<file path="src/rtl/pcb_pkg.sv">
package pcb_pkg;
   // Lock decision: protect pin high and address in the top quarter.
   function automatic logic pcb_locked(input logic wp_i, input logic [1:0] top2);
      return wp_i && (top2 == 2'b11);
   endfunction
endpackage

</file>
<file path="src/rtl/pcb_stage.sv">
module pcb_stage #(
   parameter int DATA_W     = 8,
   parameter int PAGE_BYTES = 32,
   parameter int PAGE_W     = 7,
   localparam int OFF_W     = $clog2(PAGE_BYTES)
) (
   input  logic                  clk,
   input  logic                  rst_n,
   input  logic                  wr_en,
   input  logic [PAGE_W-1:0]     wr_page,
   input  logic [OFF_W-1:0]      wr_off,
   input  logic [DATA_W-1:0]     wr_data,
   input  logic                  clr,
   input  logic [OFF_W-1:0]      rd_idx,
   output logic [DATA_W-1:0]     rd_data,
   output logic                  rd_vld,
   output logic [PAGE_W-1:0]     page_q,
   output logic [PAGE_BYTES-1:0] vmask
);
   logic [OFF_W-1:0]      ptr_q;
   logic [PAGE_BYTES-1:0] vld_q;
   logic [DATA_W-1:0]     ent_q [PAGE_BYTES];
   logic                  empty;
   logic [OFF_W-1:0]      off_eff;

   assign empty   = ~|vld_q;
   assign off_eff = empty ? wr_off : ptr_q;

   always_ff @(posedge clk or negedge rst_n) begin
      if (!rst_n) begin
         ptr_q  <= '0;
         vld_q  <= '0;
         page_q <= '0;
      end else if (clr) begin
         ptr_q <= '0;
         vld_q <= '0;
      end else if (wr_en) begin
         vld_q[off_eff] <= 1'b1;
         ptr_q          <= off_eff + 1'b1;   // wraps inside the page
         if (empty) page_q <= wr_page;
      end
   end

   for (genvar e = 0; e < PAGE_BYTES; e++) begin : g_ent
      always_ff @(posedge clk) begin
         if (wr_en && !clr && off_eff == OFF_W'(e)) ent_q[e] <= wr_data;
      end
   end

   assign rd_data = ent_q[rd_idx];
   assign rd_vld  = vld_q[rd_idx];
   assign vmask   = vld_q;

   AST_MASK_KEEP: assert property (@(posedge clk) disable iff (!rst_n)
      !clr |=> ((vld_q & $past(vld_q)) == $past(vld_q)))
      else $error("valid mask lost a bit without clear");
endmodule

</file>
<file path="src/rtl/pcb_timer.sv">
module pcb_timer #(
   parameter int WR_CYCLES = 2_500_000,
   localparam int CNT_W    = $clog2(WR_CYCLES + 1)
) (
   input  logic             clk,
   input  logic             rst_n,
   input  logic             start,
   output logic             busy,
   output logic [CNT_W-1:0] cnt,
   output logic             done
);
   always_ff @(posedge clk or negedge rst_n) begin
      if (!rst_n) begin
         busy <= 1'b0;
         cnt  <= '0;
      end else if (start) begin
         busy <= 1'b1;
         cnt  <= '0;
      end else if (busy) begin
         if (cnt == CNT_W'(WR_CYCLES - 1)) busy <= 1'b0;
         else                              cnt  <= cnt + 1'b1;
      end
   end

   assign done = busy && (cnt == CNT_W'(WR_CYCLES - 1));

   AST_BUSY_LEN: assert property (@(posedge clk) disable iff (!rst_n)
      $fell(busy) |-> $past(cnt) == CNT_W'(WR_CYCLES - 1))
      else $error("busy ended early");
   AST_START_IDLE: assert property (@(posedge clk) disable iff (!rst_n)
      start |-> !busy)
      else $error("start while busy");
endmodule

</file>
<file path="src/rtl/page_commit_buf.sv">
module page_commit_buf
   import pcb_pkg::*;
#(
   parameter int ADDR_W     = 12,
   parameter int DATA_W     = 8,
   parameter int PAGE_BYTES = 32,
   parameter int WR_CYCLES  = 2_500_000,
   parameter bit PROT_BUSY  = 1'b0
) (
   input  logic              clk,
   input  logic              rst_n,
   input  logic              byte_vld,
   input  logic [DATA_W-1:0] byte_data,
   input  logic [ADDR_W-1:0] byte_addr,
   input  logic              stop_vld,
   input  logic              wp,
   output logic              busy,
   output logic              mem_we,
   output logic [ADDR_W-1:0] mem_addr,
   output logic [DATA_W-1:0] mem_wdata
);
   localparam int OFF_W  = $clog2(PAGE_BYTES);
   localparam int PAGE_W = ADDR_W - OFF_W;
   localparam int CNT_W  = $clog2(WR_CYCLES + 1);

   if (PAGE_BYTES != (1 << OFF_W)) begin : g_bad_page
      $error("PAGE_BYTES must be a power of two");
   end
   if (WR_CYCLES < PAGE_BYTES) begin : g_bad_time
      $error("WR_CYCLES must cover one write per page slot");
   end
   if (PAGE_W < 2) begin : g_bad_addr
      $error("ADDR_W too small for page plus quarter decode");
   end

   logic                  stop_take, byte_take, any_vld, locked;
   logic                  commit_go, prot_hit, start, clr, done;
   logic                  wen_q, wp_q, rd_vld, in_scan;
   logic [PAGE_W-1:0]     page_q;
   logic [PAGE_BYTES-1:0] vmask;
   logic [DATA_W-1:0]     rd_data;
   logic [CNT_W-1:0]      cnt;
   logic [OFF_W-1:0]      idx;

   assign stop_take = stop_vld && !busy;
   assign byte_take = byte_vld && !busy && !stop_vld;
   assign any_vld   = |vmask;
   assign locked    = pcb_locked(wp, page_q[PAGE_W-1 -: 2]);
   assign commit_go = stop_take && any_vld && !locked;
   assign prot_hit  = stop_take && any_vld && locked;

   if (PROT_BUSY) begin : g_prot_busy
      assign start = commit_go || prot_hit;
   end else begin : g_prot_quiet
      assign start = commit_go;
   end

   assign clr = done || prot_hit;

   pcb_stage #(
      .DATA_W(DATA_W), .PAGE_BYTES(PAGE_BYTES), .PAGE_W(PAGE_W)
   ) u_stage (
      .clk(clk), .rst_n(rst_n),
      .wr_en(byte_take),
      .wr_page(byte_addr[ADDR_W-1:OFF_W]),
      .wr_off(byte_addr[OFF_W-1:0]),
      .wr_data(byte_data),
      .clr(clr),
      .rd_idx(idx), .rd_data(rd_data), .rd_vld(rd_vld),
      .page_q(page_q), .vmask(vmask)
   );

   pcb_timer #(.WR_CYCLES(WR_CYCLES)) u_timer (
      .clk(clk), .rst_n(rst_n), .start(start),
      .busy(busy), .cnt(cnt), .done(done)
   );

   always_ff @(posedge clk or negedge rst_n) begin
      if (!rst_n) begin
         wen_q <= 1'b0;
         wp_q  <= 1'b0;
      end else if (start) begin
         wen_q <= commit_go;
         wp_q  <= wp;
      end
   end

   assign idx       = cnt[OFF_W-1:0];
   assign in_scan   = busy && (cnt < CNT_W'(PAGE_BYTES));
   assign mem_we    = in_scan && wen_q && rd_vld;
   assign mem_addr  = {page_q, idx};
   assign mem_wdata = rd_data;

   AST_NO_WR_IDLE: assert property (@(posedge clk) disable iff (!rst_n)
      !busy |-> !mem_we)
      else $error("array write outside busy");
   AST_WP_BLOCK: assert property (@(posedge clk) disable iff (!rst_n)
      mem_we |-> !pcb_locked(wp_q, mem_addr[ADDR_W-1 -: 2]))
      else $error("write to locked quarter");
   AST_EMPTY_STOP: assert property (@(posedge clk) disable iff (!rst_n)
      (stop_vld && !busy && !any_vld) |=> !busy)
      else $error("empty stop started busy");
   AST_FROZEN: assert property (@(posedge clk) disable iff (!rst_n)
      (busy && !done) |=> $stable(vmask))
      else $error("buffer changed while busy");
   AST_LOCK_QUIET: assert property (@(posedge clk) disable iff (!rst_n)
      (prot_hit && !PROT_BUSY) |=> !busy)
      else $error("locked stop raised busy");
endmodule

</file>
<file path="config.mk">
export PLATFORM = sky130hd
export DESIGN_NAME = page_commit_buf
export DESIGN_NICKNAME = d
export VERILOG_FILES = /design/src/rtl/pcb_pkg.sv /design/src/rtl/pcb_stage.sv /design/src/rtl/pcb_timer.sv /design/src/rtl/page_commit_buf.sv
export SDC_FILE = /design/constraint.sdc
export NUM_CORES = 1
export LEC_CHECK = 0
export BUFFER_PORTS_ARGS = -buffer_cell sky130_fd_sc_hd__buf_2
export CORE_MARGIN = 3
export CORE_UTILIZATION = 62
export DETAILED_ROUTE_END_ITERATION = 7
export PLACE_DENSITY = 0.89
export REMOVE_ABC_BUFFERS = 1
export SETUP_SLACK_MARGIN = 0.15
export SLEW_MARGIN = 20
export SYNTH_ARGS = -nofsm -noshare
export SYNTH_HDL_FRONTEND = slang
export SYNTH_SLANG_ARGS = --single-unit
</file>
<file path="constraint.sdc">
create_clock -name clk -period 3.45 [get_ports clk]
set_input_delay 0.8625 -clock clk [delete_from_list [all_inputs] [get_ports clk]]
set_output_delay 0.8625 -clock clk [all_outputs]
set_load 0.1 [all_outputs]
</file>
==> reports/metrics.cfg, run 1 <==
[yosys]
synth_xor_area_frac=0.00949
synth_seq_cells=324
yosys_warnings=0
synth-adder-area-share=0.00904
synthArstFlopShare=0.210
synth_top_family_by_area=multiplexers
netlist_area_mm2=0.0138
synth_edf_count=256
synthSimpleGateAreaFrac=0.0646
synthCells=821
synth_area_per_cell_um2=16.9
synthDistinctLibCells=52
synth_ff_type=edfxtp_1
synthMuxAreaShare=0.162
synth.yosys.seq_area_share=0.679
synth_compound_area_frac=0.0418

[cells_and_area]
final_nets=966
drive_above_1_share=0.337
final_core_util=0.740
final_cell_mix=256 x edfxtp_1, 80 x mux4_2, 67 x buf_4
antenna_cells=0
fillers=1204
fin_cells=1236
layout_commonest_cell=edfxtp_1
synthToLayoutAreaGrowth_pct=17.1

[critical_path]
crit_arrival_ps=2900
start_kind=flip-flop
worstPathCellList=buf_12 > buf_8 > buf_4 > mux4_2 > mux4_2 > inv_1 > a21oi_1 > buf_6
criticalPathCategory=reg2out
cp.required_ps=2590
crit_path_end_kind=output pin
cp_max_fo=4
slowest_delay_ps=540
crit_top_cell=mux4_2
crit_path_top_delay_cell=dfrtp_4

[clocking]
path_clk_slew_ps=60
clock_sinks=324
cts_tree=done
cts-hold-fix-buffers=0
cts-root-buf=clkbuf_16
insertion_delay_ps=560
numCtsBuffers=31
cts_buffer_depth=3
h-tree-depth=1

[sta]
fmax_mhz=266
worst_pin_slew_ps=1100
skew_ps=17.3
hold_viol=0
rsz0062_at_grt=true
fin_crit_sh=1.09
fin_crit_ps=3770
final-setup-viol-count=9
fin_ws_ps=-315
finalMaxSlewViolations=0
slew-limit-headroom=0.263

[floorplan]
io_pins=47
design.core.area_mm2=0.0219
die_y_um=155
row_count=54
die_w_um=155
start_util=0.632
die_area_mm2=0.0241

[drt]
via_count=8609
drt-total-wl_mm=37.0
dr.pass1.iters=5
drc_errors=0
wire_per_inst_um=30.0
viasPerCell=6.97
dr.first_iter.drc_count=1104
antenna_left=0

[power]
vdd_drop_max_v=0.000680
seqPwrFrac=0.401
power_density_mw_per_mm2=691
p_sw_uw=3740
swShare=0.334
intPower_uw=7460
p_clk_frac=0.303
p_comb_frac=0.295
p_leak_uw=0.00574

[job]
drv_cap=0

[run_status]
status=finished with violations
violations=negative setup slack

[place]
pre_cts_slack_ps=74.8
gp_congestion=0.842
port_buffers=46
dp_cells=1154
dp_hpwl_mm=20.4

[grt]
grt_max_degree=40
grt_pass1_vias=8904
grt_antenna_before_repair=0
grt_use_total=0.298
grt_pass1_wl_mm=53.9
grt_overflow_total=0

[hold_path]
hp-class=in2async

metrics by stage:
stage | hold slack (ps) | power (uW) | cell area [um2] | setup TNS [ps]
finish | 436 | 11200 | 16200 | -2340
detailed placement | 457 | 7340 | 14700 | 0
floorplan | 440 | 6630 | 13500 | -403040
global route | 466 | 11500 | 16200 | -2900
global placement | 456 | 7250 | 14700 | 0
CTS | 450 | 11000 | 16000 | -2360
cells in the mapped netlist, drive strengths merged, types with 3 or more instances:
master	n	area share
inv	43	0.012
nand3b	3	0.0016
nor3b	6	0.0033
dfrtp	68	0.12
a21oi	14	0.0051
mux2i	20	0.014
nand2	24	0.0065
mux4	80	0.13
o31ai	3	0.0016
nor4	14	0.0068
and4	6	0.0039
a211oi	3	0.0016
o21ai	12	0.0052
ha	10	0.0090
nand4	8	0.0036
buf	28	0.012
nor2	67	0.018
nor3	6	0.0022
or4	6	0.0036
xor2	10	0.0063
xnor2	5	0.0032
clkbuf	25	0.0090
nand3	19	0.0069
mux2	21	0.017
edfxtp	256	0.56
and3	6	0.0028
and2	4	0.0018
or3	4	0.0019
o211ai	6	0.0033
o32ai	34	0.022
path summary, 6_finish.rpt:
path	start	endpoint	slack (ps)	depth (start not counted)
max in group asynchronous	rst_n	u_stage.vmask[25]	2250	2
min in group clk	wen_q	wen_q	470	1
hold reg to reg	wen_q	wen_q	470	1
setup / recovery	u_timer.cnt[0]	mem_wdata[4]	-320	8
hold / removal	rst_n	u_stage.ptr_q[0]	440	1
setup reg to reg	u_stage.vmask[7]	u_stage.ent_q[21][4]	310	9
what timing repair did:
item,in CTS,in global routing
gates cloned,2,1
setup endpoints to repair,17,177
pin swaps,3,3
buffers inserted,18,3
gates resized for setup,44,30
registers in the layout (all words and copies together) (netlist names):
register,count
wen_q,1
u_stage.ent_q,256
u_stage.vmask,32
u_timer.cnt,22
u_stage.page_q,7
u_timer.busy,1
u_stage.ptr_q,5
metal layers:
metal | global-route usage | share of wire | vias to the layer above
met2 | 0.492 | 0.51 | 713
met1 | 0.388 | 0.35 | 4301
met4 | 0.145 | 0.050 | 0
met3 | 0.0542 | 0.095 | 138
li1 | - | - | 3457
met5 | 0 | 0 | -
critical path: cells and delay by family, from the launching register on:
| kind | cells | cell delay, ps |
|---|---|---|
| muxes | 2 | 980 |
| buffers and inverters | 5 | 740 |
| DFF | 1 | 540 |
| AOI/OAI and AO/OA | 1 | 90 |
logic make-up after synthesis:
family	count (synthesis)
buffers and inverters	97
muxes	121
and+or+nand+nor	176
xor gates and xnor gates	15
AOI/OAI and AO/OA	78
adders and majority gates	10
DFF	324
power groups by stage:
stage / sequential [uW] / combinational (uW) / clock (uW)
global route: 4510 / 3420 / 3560
floorplan: 4890 / 1740 / 0
CTS: 4470 / 3170 / 3380
detailed placement: 4590 / 2750 / 0
finish: 4490 / 3310 / 3400
global placement: 4580 / 2660 / 0
area by class of cell:
cell class / instances / area (um2) / area share
timing repair buffer: 131 / 1160 / 0.0717
multi-input combinational: 400 / 4140 / 0.256
clock inverter: 17 / 170 / 0.0105
tap: 280 / 350 / 0.0216
clock buffer: 41 / 823 / 0.0508
inverter: 43 / 161 / 0.00996
sequential: 324 / 9400 / 0.580
Note: power is estimated with default switching activity, not from simulation.
==> run 2, diff against run 1 <==
Settings changed: ABC_AREA set to 1, SETUP_SLACK_MARGIN 0.15 to unset.
==> run 2 against run 1 <==
  * The run still ends with negative setup slack left
  * Sequential power is 6.0% lower
  * Clock-buffer cell count is 3 lower
  * Non-clock buffer count is 19 lower
  * Largest cell class unchanged
  * Clock power is 3% higher
  * Core utilization is 1.3 points lower
  * Register-to-register slack hardly changed
  * Total power is 30% lower
  * Final area is 1.9% higher
  * Hold slack worse by 130 ps
  * Synthesized area is 3.6% higher
  * Largest power group unchanged
  * Sequential share of layout area is 1.1 points lower
==> reports/metrics.cfg, run 2 <==
[power]
intPower_uw=6260  ; was 7460 uW
seqPwrFrac=0.538  ; was 0.401
vdd_drop_max_v=0.000378  ; was 0.000680 V
p_leak_uw=0.00605  ; was 0.00574 uW
p_sw_uw=1590  ; was 3740 uW
swShare=0.202  ; was 0.334
power.total_uw=7840  ; was 11200 uW
power_density_mw_per_mm2=475  ; was 691 mW/mm2
p_clk_frac=0.445  ; was 0.303
p_comb_frac=0.018  ; was 0.295

[place]
dp_cells=1635  ; was 1154
port_buffers=46  ; unchanged
pre_cts_slack_ps=376  ; was 74.8 ps
dpl_cell_area_mm2=0.0152  ; was 0.0147 mm2
gp_congestion=0.903  ; was 0.842
dp_hpwl_mm=23.2  ; was 20.4 mm

[clocking]
path_clk_slew_ps=60  ; about the same
clock_sinks=324  ; unchanged
cts-root-buf=clkbuf_16  ; unchanged
cts_buffer_depth=3  ; unchanged
numCtsBuffers=31  ; unchanged
cts_tree=done  ; unchanged
h-tree-depth=1  ; unchanged
insertion_delay_ps=580  ; was 560 ps
cts-hold-fix-buffers=0  ; unchanged

[sta]
fmax_mhz=282  ; was 266 MHz
finalMaxSlewViolations=0  ; unchanged
hold_viol=0  ; unchanged
skew_ps=15.8  ; was 17.3 ps
worst_pin_slew_ps=812  ; was 1100 ps
fin_crit_ps=3550  ; was 3770 ps
fin_hold_ws_ps=304  ; was 436 ps
fin_crit_sh=1.03  ; was 1.09
fin_ws_ps=-95.6  ; was -315 ps
slew-limit-headroom=0.453  ; was 0.263
final-setup-viol-count=3  ; was 9
rsz0062_at_grt=true  ; unchanged

[critical_path]
rrSetupSlack_ps=320  ; was 310 ps
startpoint=u_timer.cnt[0]  ; unchanged
criticalPathCategory=reg2out  ; unchanged
start_kind=flip-flop  ; unchanged
crit_arrival_ps=2680  ; was 2900 ps
crit_path_end_kind=output pin  ; unchanged
r2r_start=u_stage.vmask[22]  ; was u_stage.vmask[7]
reg2reg_to=u_stage.ent_q[3][2]  ; was u_stage.ent_q[21][4]
worstSetupEndpoint=mem_wdata[0]  ; was mem_wdata[4]
cp_max_fo=34  ; was 4
reg2reg_depth=10  ; was 9
cp.required_ps=2590  ; about the same

[floorplan]
io_pins=47  ; unchanged
die_area_mm2=0.0250  ; was 0.0241 mm2
row_count=55  ; was 54
start_util=0.631  ; was 0.632
design.core.area_mm2=0.0227  ; was 0.0219 mm2
die_w_um=158  ; was 155 um
die_y_um=158  ; was 155 um

[drt]
via_count=11121  ; was 8609
wire_per_inst_um=23.3  ; was 30.0 um
drt-total-wl_mm=39.7  ; was 37.0 mm
dr.first_iter.drc_count=1537  ; was 1104
drc_errors=0  ; unchanged
dr.pass1.iters=7  ; was 5
viasPerCell=6.54  ; was 6.97
antenna_left=0  ; unchanged

[yosys]
synth_common_cells=256 x edfxtp_1, 226 x nor2_1, 164 x o21ai_0  ; was 256 x edfxtp_1, 80 x mux4_2, 68 x dfrtp_1
netlist_area_mm2=0.0143  ; was 0.0138 mm2
synthArstFlopShare=0.210  ; unchanged
synth_most_common_cell=edfxtp_1  ; unchanged
synth_area_per_cell_um2=10.9  ; was 16.9 um2
synthDistinctLibCells=43  ; was 52
synth_ff_type=edfxtp_1  ; unchanged
synth_top_area_frac=0.536  ; was 0.556
synth.yosys.seq_area_share=0.655  ; was 0.679
yosys_warnings=0  ; unchanged
synth_edf_count=256  ; unchanged
synth_seq_cells=324  ; unchanged
yosys-top-cells-area=edfxtp_1 54%, dfrtp_1 12%, nor2_1 5.9%  ; was edfxtp_1 56%, mux4_2 13%, dfrtp_1 12%
synth_area_leader_cell=edfxtp_1  ; unchanged
synthCells=1318  ; was 821

[cells_and_area]
fin_cells=1701  ; was 1236
antenna_cells=0  ; unchanged
largest-register=u_stage.ent_q  ; unchanged
stdcell_area_mm2=0.0165  ; was 0.0162 mm2
final_cell_mix=256 x edfxtp_1, 226 x nor2_1, 158 x nand2_1  ; was 256 x edfxtp_1, 80 x mux4_2, 67 x buf_4
synthToLayoutAreaGrowth_pct=15.2  ; was 17.1%
drive_above_1_share=0.167  ; was 0.337
final_nets=1428  ; was 966
largest_reg_flops=256  ; unchanged
layout_commonest_cell=edfxtp_1  ; unchanged

[grt]
grt_use_total=0.297  ; was 0.298
grt_pass1_vias=10649  ; was 8904
grt_overflow_total=0  ; unchanged
grt_max_degree=60  ; was 40
grt_pass1_wl_mm=57.3  ; was 53.9 mm
grt_antenna_before_repair=0  ; unchanged

[hold_path]
hp-class=in2async  ; unchanged

[run_status]
violations=negative setup slack  ; unchanged
status=finished with violations  ; unchanged

[job]
drv_cap=0  ; unchanged

==> run 2: cell families after synthesis <==
group / Yosys count / synth area share
AOI/OAI and AO/OA: 290 / 0.114
xor gates and xnor gates: 15 / 0.00916
adders and majority gates: 10 / 0.00873
buffers and inverters: 145 / 0.0435
DFF: 324 / 0.655
muxes: 7 / 0.00550
and+or+nand+nor: 527 / 0.164
==> run 2: per-layer routing <==
layer | track usage | vias up | routed length [um]
li1 | - | 4778 | -
met1 | 0.393 | 5260 | 13900
met2 | 0.491 | 913 | 19500
met3 | 0.0462 | 170 | 4400
met4 | 0.129 | 0 | 1890
met5 | 0 | - | 0
==> run 2: worst min path at each step <==
stage / to / slack, ps / startpoint
after floorplan: wen_q / 430 / wen_q
after global placement: u_stage.ptr_q[0] / 460 / u_stage.ptr_q[0]
after detailed placement: wen_q / 460 / wen_q
after CTS: u_timer.cnt[16] / 310 / rst_n
after global routing: u_timer.cnt[16] / 330 / rst_n
final: u_timer.cnt[10] / 300 / rst_n
==> run 2: stage by stage <==
step / util / TNS, ps
after detailed placement: 0.667 / 0
after global placement: 0.667 / 0
after global routing: 0.728 / -608
final: 0.728 / -216
after floorplan: - / -133940
after CTS: 0.715 / -18.8
==> run 2: worst max-delay path, stage by stage (launching register included) <==
cell and delay (ps):
dfrtp_4 570, clkinv_8 140, buf_12 200, nor2_1 70, o211ai_1 290, nand3_1 210, nand3_1 180, o21ai_1 80
inv_1 80, buf_4 280
==> run 2: timing repair <==
| item | in CTS | in global routing |
|---|---|---|
| pin swaps | 1 | 3 |
| gates resized for setup | 15 | 39 |
| buffers inserted | 2 | 2 |
| endpoints found under the setup margin | 9 | 9 |
| cloned | 0 | 6 |
==> run 2: cell type report <==
class / instances / area [um2]
Clock buffer: 38 / 832
Clock inverter: 18 / 206
Fill cell: 1372 / 6190
Inverter: 75 / 313
Multi-Input combinational cell: 849 / 4380
Sequential cell: 324 / 9390
Tap cell: 285 / 357
Timing Repair Buffer: 112 / 1040
==> run 2: power by group through the flow <==
stage	Sequential (uW)	Clock [uW]	Combinational (uW)
2_1_floorplan	4300	0	42.5
3_3_place_gp	4300	0	129
3_5_place_dp	4300	0	135
4_1_cts	4220	3480	136
5_1_grt	4210	3640	149
6_report	4220	3490	138
